===== src/rtl/irqd_pkg.sv =====
package irqd_pkg;

    localparam int unsigned MASK_W = 64;

    // fixed bit positions inside the interrupt words
    localparam int unsigned B_SSW  = 1;
    localparam int unsigned B_MSW  = 3;
    localparam int unsigned B_STMR = 5;
    localparam int unsigned B_MTMR = 7;
    localparam int unsigned B_SEXT = 9;
    localparam int unsigned B_MEXT = 11;

    typedef enum logic [2:0] {
        SEL_MPEND = 3'd0,
        SEL_MEN   = 3'd1,
        SEL_DLG   = 3'd2,
        SEL_SPEND = 3'd3,
        SEL_SEN   = 3'd4
    } view_sel_e;

    typedef struct packed {
        logic m_sw;
        logic m_tmr;
        logic m_ext;
        logic s_ext;
    } hw_lines_t;

    typedef struct packed {
        logic wr_mpend;
        logic wr_spend;
        logic wr_men;
        logic wr_sen;
        logic wr_dlg;
    } wr_dec_t;

    function automatic logic [MASK_W-1:0] dlg_mask(input int unsigned cop);
        logic [MASK_W-1:0] m;
        m = '0;
        m[B_SSW]  = 1'b1;
        m[B_STMR] = 1'b1;
        m[B_SEXT] = 1'b1;
        m[cop]    = 1'b1;
        return m;
    endfunction

    function automatic logic [MASK_W-1:0] en_mask(input int unsigned cop);
        logic [MASK_W-1:0] m;
        m = dlg_mask(cop);
        m[B_MSW]  = 1'b1;
        m[B_MTMR] = 1'b1;
        return m;
    endfunction

    function automatic logic [MASK_W-1:0] sw_pend_mask();
        logic [MASK_W-1:0] m;
        m = '0;
        m[B_SSW]  = 1'b1;
        m[B_STMR] = 1'b1;
        return m;
    endfunction

    function automatic wr_dec_t decode_wr(input logic we, input logic [2:0] sel);
        wr_dec_t d;
        d.wr_mpend = we && (sel == SEL_MPEND);
        d.wr_spend = we && (sel == SEL_SPEND);
        d.wr_men   = we && (sel == SEL_MEN);
        d.wr_sen   = we && (sel == SEL_SEN);
        d.wr_dlg   = we && (sel == SEL_DLG);
        return d;
    endfunction

endpackage


===== src/rtl/irqd_mask_reg.sv =====
module irqd_mask_reg #(
    parameter int unsigned W = 32,
    parameter logic [W-1:0] KEEP = '0
) (
    input  logic         clk,
    input  logic         rst,
    input  logic         we,
    input  logic [W-1:0] wval,
    output logic [W-1:0] q
);
    always_ff @(posedge clk) begin
        if (rst) begin
            q <= '0;
        end else if (we) begin
            q <= (q & ~KEEP) | (wval & KEEP);
        end
    end
endmodule


===== src/rtl/irqd_pend_reg.sv =====
module irqd_pend_reg
    import irqd_pkg::*;
#(
    parameter int unsigned W = 32
) (
    input  logic         clk,
    input  logic         rst,
    input  logic         we,
    input  logic [W-1:0] wval,
    input  hw_lines_t    hw,
    output logic [W-1:0] pend_d,
    output logic [W-1:0] pend_q
);
    localparam logic [W-1:0] SWM = W'(sw_pend_mask());

    logic [W-1:0] hw_vec;

    always_comb begin
        hw_vec         = '0;
        hw_vec[B_MSW]  = hw.m_sw;
        hw_vec[B_MTMR] = hw.m_tmr;
        hw_vec[B_MEXT] = hw.m_ext;
        hw_vec[B_SEXT] = hw.s_ext;
        pend_d = ((we ? wval : pend_q) & SWM) | hw_vec;
    end

    always_ff @(posedge clk) begin
        if (rst) begin
            pend_q <= '0;
        end else begin
            pend_q <= pend_d;
        end
    end
endmodule


===== src/rtl/irqd_req_gen.sv =====
module irqd_req_gen #(
    parameter int unsigned W = 32
) (
    input  logic         clk,
    input  logic         rst,
    input  logic [W-1:0] pend_cur,
    input  logic [W-1:0] pend_nxt,
    output logic         req
);
    logic cur_zero;
    logic nxt_zero;

    assign cur_zero = (pend_cur == '0);
    assign nxt_zero = (pend_nxt == '0);

    always_ff @(posedge clk) begin
        if (rst) begin
            req <= 1'b0;
        end else if (cur_zero && !nxt_zero) begin
            req <= 1'b1;
        end else if (!cur_zero && nxt_zero) begin
            req <= 1'b0;
        end
    end
endmodule


===== src/rtl/irq_pend_deleg.sv =====
module irq_pend_deleg
    import irqd_pkg::*;
#(
    parameter int unsigned XLEN    = 32,
    parameter int unsigned COP_BIT = 12
) (
    input  logic            clk,
    input  logic            rst,
    input  logic            csr_we_i,
    input  logic [2:0]      csr_sel_i,
    input  logic [XLEN-1:0] csr_wdata_i,
    output logic [XLEN-1:0] csr_rdata_o,
    input  logic            hw_msw_i,
    input  logic            hw_mtmr_i,
    input  logic            hw_mext_i,
    input  logic            hw_sext_i,
    output logic            irq_o
);
    localparam logic [XLEN-1:0] DLG_KEEP = XLEN'(dlg_mask(COP_BIT));
    localparam logic [XLEN-1:0] EN_KEEP  = XLEN'(en_mask(COP_BIT));

    wr_dec_t          dec;
    hw_lines_t        hw;
    logic [XLEN-1:0]  pend_q;
    logic [XLEN-1:0]  pend_d;
    logic [XLEN-1:0]  en_q;
    logic [XLEN-1:0]  dl_q;
    logic [XLEN-1:0]  pend_wval;
    logic [XLEN-1:0]  en_wval;

    assign dec = decode_wr(csr_we_i, csr_sel_i);
    assign hw  = '{m_sw: hw_msw_i, m_tmr: hw_mtmr_i, m_ext: hw_mext_i, s_ext: hw_sext_i};

    // supervisor writes are merged through the delegation window
    always_comb begin
        pend_wval = dec.wr_spend ? ((pend_q & ~dl_q) | (csr_wdata_i & dl_q)) : csr_wdata_i;
        en_wval   = dec.wr_sen   ? ((en_q & ~dl_q) | (csr_wdata_i & dl_q))   : csr_wdata_i;
    end

    irqd_mask_reg #(.W(XLEN), .KEEP(DLG_KEEP)) u_dlg (
        .clk  (clk),
        .rst  (rst),
        .we   (dec.wr_dlg),
        .wval (csr_wdata_i),
        .q    (dl_q)
    );

    irqd_mask_reg #(.W(XLEN), .KEEP(EN_KEEP)) u_en (
        .clk  (clk),
        .rst  (rst),
        .we   (dec.wr_men | dec.wr_sen),
        .wval (en_wval),
        .q    (en_q)
    );

    irqd_pend_reg #(.W(XLEN)) u_pend (
        .clk    (clk),
        .rst    (rst),
        .we     (dec.wr_mpend | dec.wr_spend),
        .wval   (pend_wval),
        .hw     (hw),
        .pend_d (pend_d),
        .pend_q (pend_q)
    );

    irqd_req_gen #(.W(XLEN)) u_req (
        .clk      (clk),
        .rst      (rst),
        .pend_cur (pend_q),
        .pend_nxt (pend_d),
        .req      (irq_o)
    );

    always_comb begin
        unique case (csr_sel_i)
            SEL_MPEND: csr_rdata_o = pend_q;
            SEL_MEN:   csr_rdata_o = en_q;
            SEL_DLG:   csr_rdata_o = dl_q;
            SEL_SPEND: csr_rdata_o = pend_q & dl_q;
            SEL_SEN:   csr_rdata_o = en_q & dl_q;
            default:   csr_rdata_o = '0;
        endcase
    end
endmodule


===== config.mk =====
export PLATFORM = sky130hd
export DESIGN_NAME = irq_pend_deleg
export DESIGN_NICKNAME = d
export VERILOG_FILES = /design/src/rtl/irqd_pkg.sv /design/src/rtl/irqd_mask_reg.sv /design/src/rtl/irqd_pend_reg.sv /design/src/rtl/irqd_req_gen.sv /design/src/rtl/irq_pend_deleg.sv
export SDC_FILE = /design/constraint.sdc
export NUM_CORES = 1
export LEC_CHECK = 0
export CELL_PAD_IN_SITES_DETAIL_PLACEMENT = 1
export CELL_PAD_IN_SITES_GLOBAL_PLACEMENT = 2
export CORE_MARGIN = 3
export CORE_UTILIZATION = 34
export DETAILED_ROUTE_END_ITERATION = 6
export PLACE_DENSITY_LB_ADDON = 0.1
export SLEW_MARGIN = 10
export SYNTH_ARGS = -nofsm -noshare
export SYNTH_HDL_FRONTEND = slang
export SYNTH_HIERARCHICAL = 1
export SYNTH_SLANG_ARGS = --single-unit

===== constraint.sdc =====
create_clock -name clk -period 6.65 [get_ports clk]
set_clock_uncertainty 0.1 [all_clocks]
set_input_delay 0.9975 -clock clk [delete_from_list [all_inputs] [get_ports clk]]
set_output_delay 0.9975 -clock clk [all_outputs]
set_load 0.005 [all_outputs]

-- Word-level counts from Yosys, hierarchy flattened
Cells that the tools add are included.
- input bits: 42
- flip-flop bits (word level): 77
- bitwise operators: 13
- equality and inequality tests: 4
- reduce and logical (&&, ||, !) cells: 13
- multiplexer cells: 6
- operators by type and width (cell ; count):
    case mux 32 bit (5 select lines) ; 1
    logical NOT 32 bit ; 2
    OR 32 x 13 -> 32 bit ; 2
    bitwise AND 12 x 32 -> 32 bit ; 1
    bitwise AND 32 bit ; 1
    bitwise AND 13 bit ; 2
    2-to-1 mux 13 bit ; 1
    NOT 13 bit ; 1
    OR 13 bit ; 1
    2-to-1 mux 6 bit ; 2
    OR 6 x 12 -> 12 bit ; 1
    logical AND 1 bit ; 7
    bitwise AND 6 bit ; 1
    == test 3 x 2 -> 1 bit (second input constant) ; 2
    OR 6 bit ; 1
    == test 3 x 1 -> 1 bit (second input constant) ; 1
    == test 3 bit (second input constant) ; 1
    logical NOT 3 bit ; 1
    logical NOT 1 bit ; 2
    2-to-1 mux 1 bit ; 2
    OR 1 bit ; 2
    nonzero test 2 bit ; 1

-- Longest topological paths before layout
Gate-level depths: netlist of run 1.
- word-level depth: 10
- depth in mapped cells: 12

-- Cells and area by module
The synthesis of run 1 kept the hierarchy.
- by module, submodules not included (module ; instances ; area each (µm²) ; cells each):
    irq_pend_deleg ; 1 ; 2402.3 ; 324
    irqd_pend_reg ; 1 ; 626.9 ; 71
    irqd_mask_reg at u_en ; 1 ; 412.9 ; 46
    irqd_mask_reg at u_dlg ; 1 ; 354.1 ; 42
    irqd_req_gen ; 1 ; 187.7 ; 26

-- Worst setup path after synthesis of run 1
OpenSTA, ideal clock, no wires.
- kind: input port to flip-flop
- start point: in csr_sel_i[0]
- end point: reg u_req.req
- stages: 12
- data arrival time: 3.277 ns
- required time: 6.436 ns
- path buffers: 3
- slack: 3.158 ns
- cells stage by stage: buf_6 > buf_6 > buf_4 > xor2_1 > nor3b_1 > mux2_4 > nor4_1 > nand4_1 > or2_1 > ha_1 > mux2i_1 > nor2_1
- cells in the longest elaborated chain, start to end: 9
- ends and longest elaborated chain (item ; RTL line ; source):
    start, declared ; irq_pend_deleg.sv:10 ; input logic [2:0] csr_sel_i,
    == test 3 x 2 -> 1 bit / logical NOT 3 bit (equally long branches) ; irqd_pkg.sv:65, irqd_pkg.sv:64 ;
    logical AND 1 bit, on equally long branches ; irqd_pkg.sv:65, irqd_pkg.sv:64 ;
    2-to-1 mux 6 bit / OR 1 bit (equally long branches) ; irq_pend_deleg.sv:36, irq_pend_deleg.sv:59 ;
    2-to-1 mux 6 bit (*) ; irqd_pend_reg.sv:24 ; pend_d = ((we ? wval : pend_q) & SWM) | hw_vec;
    OR 6 x 12 -> 12 bit (*) ; irqd_pend_reg.sv:24 ;
    named net pend_d[1] ; irq_pend_deleg.sv:25 ; logic [XLEN-1:0] pend_d;
    logical NOT 32 bit (*) ; irqd_req_gen.sv:14 ; assign nxt_zero = (pend_nxt == '0);
    logical NOT 1 bit ; irqd_req_gen.sv:19 ; end else if (cur_zero && !nxt_zero) begin
    logical AND 1 bit ; irqd_req_gen.sv:19 ;
    2-to-1 mux 1 bit / nonzero test 2 bit (equally long branches) ; - ;
    end signal, assigned ; irqd_req_gen.sv:18 ; req <= 1'b0;
    end signal, assigned ; irqd_req_gen.sv:20 ; req <= 1'b1;
    end signal, assigned ; irqd_req_gen.sv:22 ; req <= 1'b0;
    end, declared ; irqd_req_gen.sv:8 ; output logic req
The timed path passes the listed nets; every way through them passes the cells marked *.
A chain may end at the register's enable or synchronous reset.

-- Worst setup path after layout of run 1
- start point: in csr_sel_i[1]
- end point: out csr_rdata_o[5]
- cells in the longest elaborated chain, start to end: 2
- ends and longest elaborated chain (item ; RTL line ; source):
    == test 3 bit, or another cell as far along ; irq_pend_deleg.sv:75 ; unique case (csr_sel_i)
    case mux 32 bit (5 select lines) (*) ; irq_pend_deleg.sv:75 ;
    end, declared ; irq_pend_deleg.sv:12 ; output logic [XLEN-1:0] csr_rdata_o,
Every way passes the cells marked *; elsewhere a longest branch is shown, timed or not.

==> results of run 1 <==
-- per-stage QoR --
stage | hold WS (ns) | setup slack [ns] | total power, mW
finish | 0.4114 | 2.141 | 0.3058
global route | 0.4736 | 1.945 | 0.3293
CTS | 0.4190 | 2.092 | 0.3022
detailed placement | 0.4060 | 2.104 | 0.2225
global placement | 0.3808 | 2.126 | 0.2216
floorplan | 0.3884 | 3.158 | 0.2469
-- per-layer routing --
metal / vias up / GRT usage, % / wire length (µm)
met3: 2 / 0.7576 / 128
li1: 1183 / - / -
met2: 33 / 23.34 / 3325
met1: 1076 / 17.77 / 3181
met5: - / 0 / 0
met4: 0 / 2.454 / 24
-- layout make-up --
class / count / area [µm²] / share of cell area, %
Multi-Input combinational cell: 345 / 2167 / 73.61
Sequential cell: 17 / 340.3 / 11.56
Timing Repair Buffer: 27 / 255.2 / 8.670
Tap cell: 108 / 135.1 / 4.590
Clock buffer: 3 / 41.29 / 1.402
Clock inverter: 1 / 5.005 / 0.1700
-- registers in the layout, indices dropped and copies added (netlist names) --
name,flops
u_en/q,6
u_pend/pend_q,6
u_dlg/q,4
u_req/req,1
-- worst register-to-register path, cell delays in order, from the launching register on --
cell	delay [ns]
dfxtp_1	0.35
nor2_1	0.13
mux2_2	0.34
mux2_4	0.27
nor4_1	0.31
nand4_1	0.15
or2_1	0.23
ha_1	0.29
mux2i_1	0.19
nor2_1	0.05
-- power breakdown --
group	total [mW]	internal (mW)	switching, mW
Clock	0.0785	0.0416	0.0369
Sequential	0.110	0.106	0.00398
Combinational	0.118	0.0529	0.0649
Total	0.306	0.200	0.106
-- placed cells by master, fill, tap and decap left out, drive strengths merged --
cell type,instances
conb,106
buf,5
nand4b,1
nand4,4
dfxtp,17
nor2b,7
or2,1
clkbuf,3
nand2,32
mux2,42
nor3b,3
a32oi,32
mux2i,11
xnor2,1
nand3,32
nor4bb,1
xor2,1
nand4bb,1
ha,1
nand2b,32
clkinv,1
nor4,16
nor2,21
clkdlybuf4s50,22
-- final timing paths --
kind	to	slack (ns)	cells after the start
worst min-delay path	u_req/req	0.41	2
worst min register to register	u_req/req	0.41	2
worst max-delay path	csr_rdata_o[5]	2.14	5
worst max register to register	u_req/req	4.11	9
==> run summary, run 1 <==
F_max -> 0.2218 GHz
Most numerous cell on the critical path -> clkdlybuf4s50_1
Largest stage delay on the critical path -> 0.79 ns
Max cap viols -> 0
First drt pass iteration count -> 4
Max Fanout on Critical Path -> 32
P per Cell Area -> 103.9 mW/mm²
Slowest stage cell, crit path -> nor2b_4
CP arrival -> 3.41 ns
WL final -> 6.659 mm
Fillers -> 1117
RSZ-0062 raised after global routing -> false
Final Hold Vio Count -> 0
Top Ports -> 75
Post-DP Area -> 0.002898 mm²
Post-layout util -> 33.43%
Synthesized area per cell -> 7.879 µm²
Iteration-0 DRC Markers -> 79
Fin. max-slew vios -> 0
Critical path buffers and inverters -> 2
Root Driver -> clkbuf_8
Final setup TNS -> 0 ns
Starting density of the core -> 35.25%
Crit-path cells -> clkdlybuf4s50_1 -> nor2b_4 -> a32oi_1 -> nand2_1 -> clkdlybuf4s50_1
First-pass GRT wire length -> 11.11 mm
I/O Buffers -> 23
Critical path launch point -> csr_sel_i[1]
Initial antenna violation count -> 0
Cells after Synth -> 394
Via Count -> 2294
CP endpoint kind -> output port
Final Wtd Congestion -> 0.7372
Cell area after synthesis -> 0.003104 mm²
Post-DP HPWL -> 5.025 mm
Critical setup path kind -> in -> out
Min-delay worst type -> reg -> reg
Die ar. -> 0.01031 mm²
Yosys warning total -> 6
Post-layout min period -> 4.509 ns
Delay-heaviest family, CP -> buffers and inverters
Largest net degree at the start of global routing -> 39
Status -> complete, no violations
Final instance area -> 0.002944 mm²
Final setup fails -> 0
RR Startpoint -> u_dlg/q[1]
Clk slew on worst S/H paths -> 0.07 ns
Vias in the first global route -> 2276
Cts repair resizes -> 0
Antenna cells -> 0
Non-Filler Instances -> 501
Final Cycle Share -> 67.80%
Die Width -> 101.6 µm
# clock sinks -> 17
CTS buffer count -> 3
Clock Path Buffers -> 2
Routed wire per std cell -> 13.29 µm
Min-delay src -> u_req/req
Worst rel slew slack -> 44.93%
All-Layer GR Usage -> 13.19%
Drc violations -> 0
Rows -> 34
Nets -> 437
Post-CTS setup buffer count -> 0
Pleak -> 1.349 nW
Max IR drop VDD -> 85.39 µV
Layout cells sized above 1 -> 13.23%
CORE AREA -> 0.008806 mm²
Detail Route Antenna Nets -> 0
Via-per-instance ratio -> 4.579
Placed insts -> 497
GRT Residual Overflow -> 0
Die Y -> 101.6 µm
Critical Path RT -> 5.55 ns
CTS tree -> yes
Least-Margin Pin Slew -> 0.8243 ns
CP Launch Type -> primary input
# H-tree levels -> 1
Worst-skew pair later-pin latency -> 0.25 ns
Synthesis-to-finish area growth -> -5.159%
# hold bufs at CTS -> 0
Power figures use the tool's default switching activity.
==> run 2, diff against run 1 <==
- CORE_UTILIZATION: 34 -> 28
- clock period: 6.65 -> 3.9 ns (I/O delays scaled with it)
==> run summary, run 2 (synthesis results as in run 1) <==
Layout cells sized above 1 -> 14.71%
Top flop regs -> u_en/q: 6 flops, u_pend/pend_q: 6 flops, u_dlg/q: 4 flops
Worst-skew pair later-pin latency -> 0.25 ns
Non-Filler Instances -> 537
Max IR drop VDD -> 138.6 µV
All-Layer GR Usage -> 11.79%
Drc violations -> 0
Final instance area -> 0.003028 mm²
Clock Path Buffers -> 2
Initial antenna violation count -> 0
CP endpoint kind -> output port
Min-delay worst type -> reg -> reg
# clock sinks -> 17
Critical path buffers and inverters -> 4
F_max -> 0.2965 GHz
Critical setup path kind -> in -> out
Cts repair resizes -> 0
Post-layout min period -> 3.373 ns
Final Hold Vio Count -> 0
Max Fanout on Critical Path -> 9
Least-Margin Pin Slew -> 0.8306 ns
RSZ-0062 raised after global routing -> false
Die ar. -> 0.01239 mm²
Clk slew on worst S/H paths -> 0.07 ns
I/O Buffers -> 23
Fin. max-slew vios -> 0
CTS tree -> yes
CORE AREA -> 0.01056 mm²
GRT Residual Overflow -> 0
Detail Route Antenna Nets -> 0
Pleak -> 1.382 nW
Max cap viols -> 0
Delay-heaviest family, CP -> buffers and inverters
Post-CTS setup buffer count -> 0
Rows -> 37
Via-per-instance ratio -> 4.361
CP arrival -> 2.69 ns
Die Y -> 111.3 µm
P per Cell Area -> 173.0 mW/mm²
# H-tree levels -> 1
WL final -> 7.107 mm
Synthesis-to-finish area growth -> -2.459%
Placed insts -> 533
Worst rel slew slack -> 44.63%
Slowest stage cell, crit path -> clkdlybuf4s50_1
Post-layout util -> 28.69%
Final Wtd Congestion -> 0.6822
Final setup fails -> 0
Starting density of the core -> 29.41%
First drt pass iteration count -> 4
Crit-path cells -> clkdlybuf4s50_1 -> buf_4 -> nor2_2 -> buf_4 -> a32oi_1 -> nand2_1 -> clkdlybuf4s50_1
Largest net degree at the start of global routing -> 69
# hold bufs at CTS -> 0
First-pass GRT wire length -> 12.39 mm
Root Driver -> clkbuf_8
Nets -> 445
Fillers -> 1312
Die Width -> 111.3 µm
Vias in the first global route -> 2459
Pre-CTS setup slack -> 0.2846 ns
Largest stage delay on the critical path -> 0.53 ns
Commonest non-fill, non-tap cell in the layout -> conb_1
Commonest cells after routing, fill and taps aside -> 106 x conb_1, 32 x nand3_1, 32 x nand2b_1, 32 x a32oi_1, 32 x nand2_1
Post-DP HPWL -> 5.543 mm
Top Ports -> 75
Routed wire per std cell -> 13.23 µm
Status -> complete, no violations
Antenna cells -> 0
CTS buffer count -> 3
Final Worst Setup Slack -> 0.5269 ns
Critical Path RT -> 3.21 ns
Iteration-0 DRC Markers -> 94
Final Cycle Share -> 86.49%
Post-DP Area -> 0.002983 mm²
Final setup TNS -> 0 ns
CP Launch Type -> primary input
Via Count -> 2342
## run 2: changes by cell type in the layout (fill, tap and decap cells not counted)
cell and delta:
buf_4 +8, clkbuf_1 +1, clkinv_2 -1, nor2_2 +1
nor2_4 -1, nor2b_2 +1, nor2b_4 -1
## run 2: metrics by stage
step	hold slack (ns)	power, mW
2_1_floorplan	0.3884	0.4210
3_3_place_gp	0.3935	0.3846
3_5_place_dp	0.3958	0.3862
4_1_cts	0.4185	0.5182
5_1_grt	0.4647	0.5691
6_report	0.4114	0.5239
## run 2: per-layer routing
layer / track usage, % / up-vias / share of wire (%)
met2: 21.27 / 30 / 49
met3: 0.9279 / 2 / 2.1
met5: 0 / - / 0
met1: 15.56 / 1110 / 49
met4: 1.784 / 0 / 0.44
li1: - / 1200 / -
## run 2: layout make-up
class                      instances  area (µm²)  share of cell area (%)
tap                              136       170.2                   5.620
timing repair buffer              35       315.3                   10.41
multi-input combinational        345        2157                   71.24
clock buffer                       4       45.04                   1.488
sequential                        17       340.3                   11.24
## run 2: worst paths after layout
kind / slack, ns / to / startpoint / cells past startpoint
worst max register to register: 1.35 / u_req/req / u_dlg/q[1] / 9
worst min-delay path: 0.41 / u_req/req / u_req/req / 2
worst min register to register: 0.41 / u_req/req / u_req/req / 2
worst max-delay path: 0.53 / csr_rdata_o[5] / csr_sel_i[1] / 7
## run 2: power breakdown
group          switching, mW  internal [mW]
registers            0.00682          0.180
logic                  0.112         0.0950
clock network         0.0572         0.0723
## run 2: tightest hold or removal path: stages (launching register included)
cell     delay, ns
dfxtp_1       0.33
mux2i_1       0.07
nor2_1        0.08
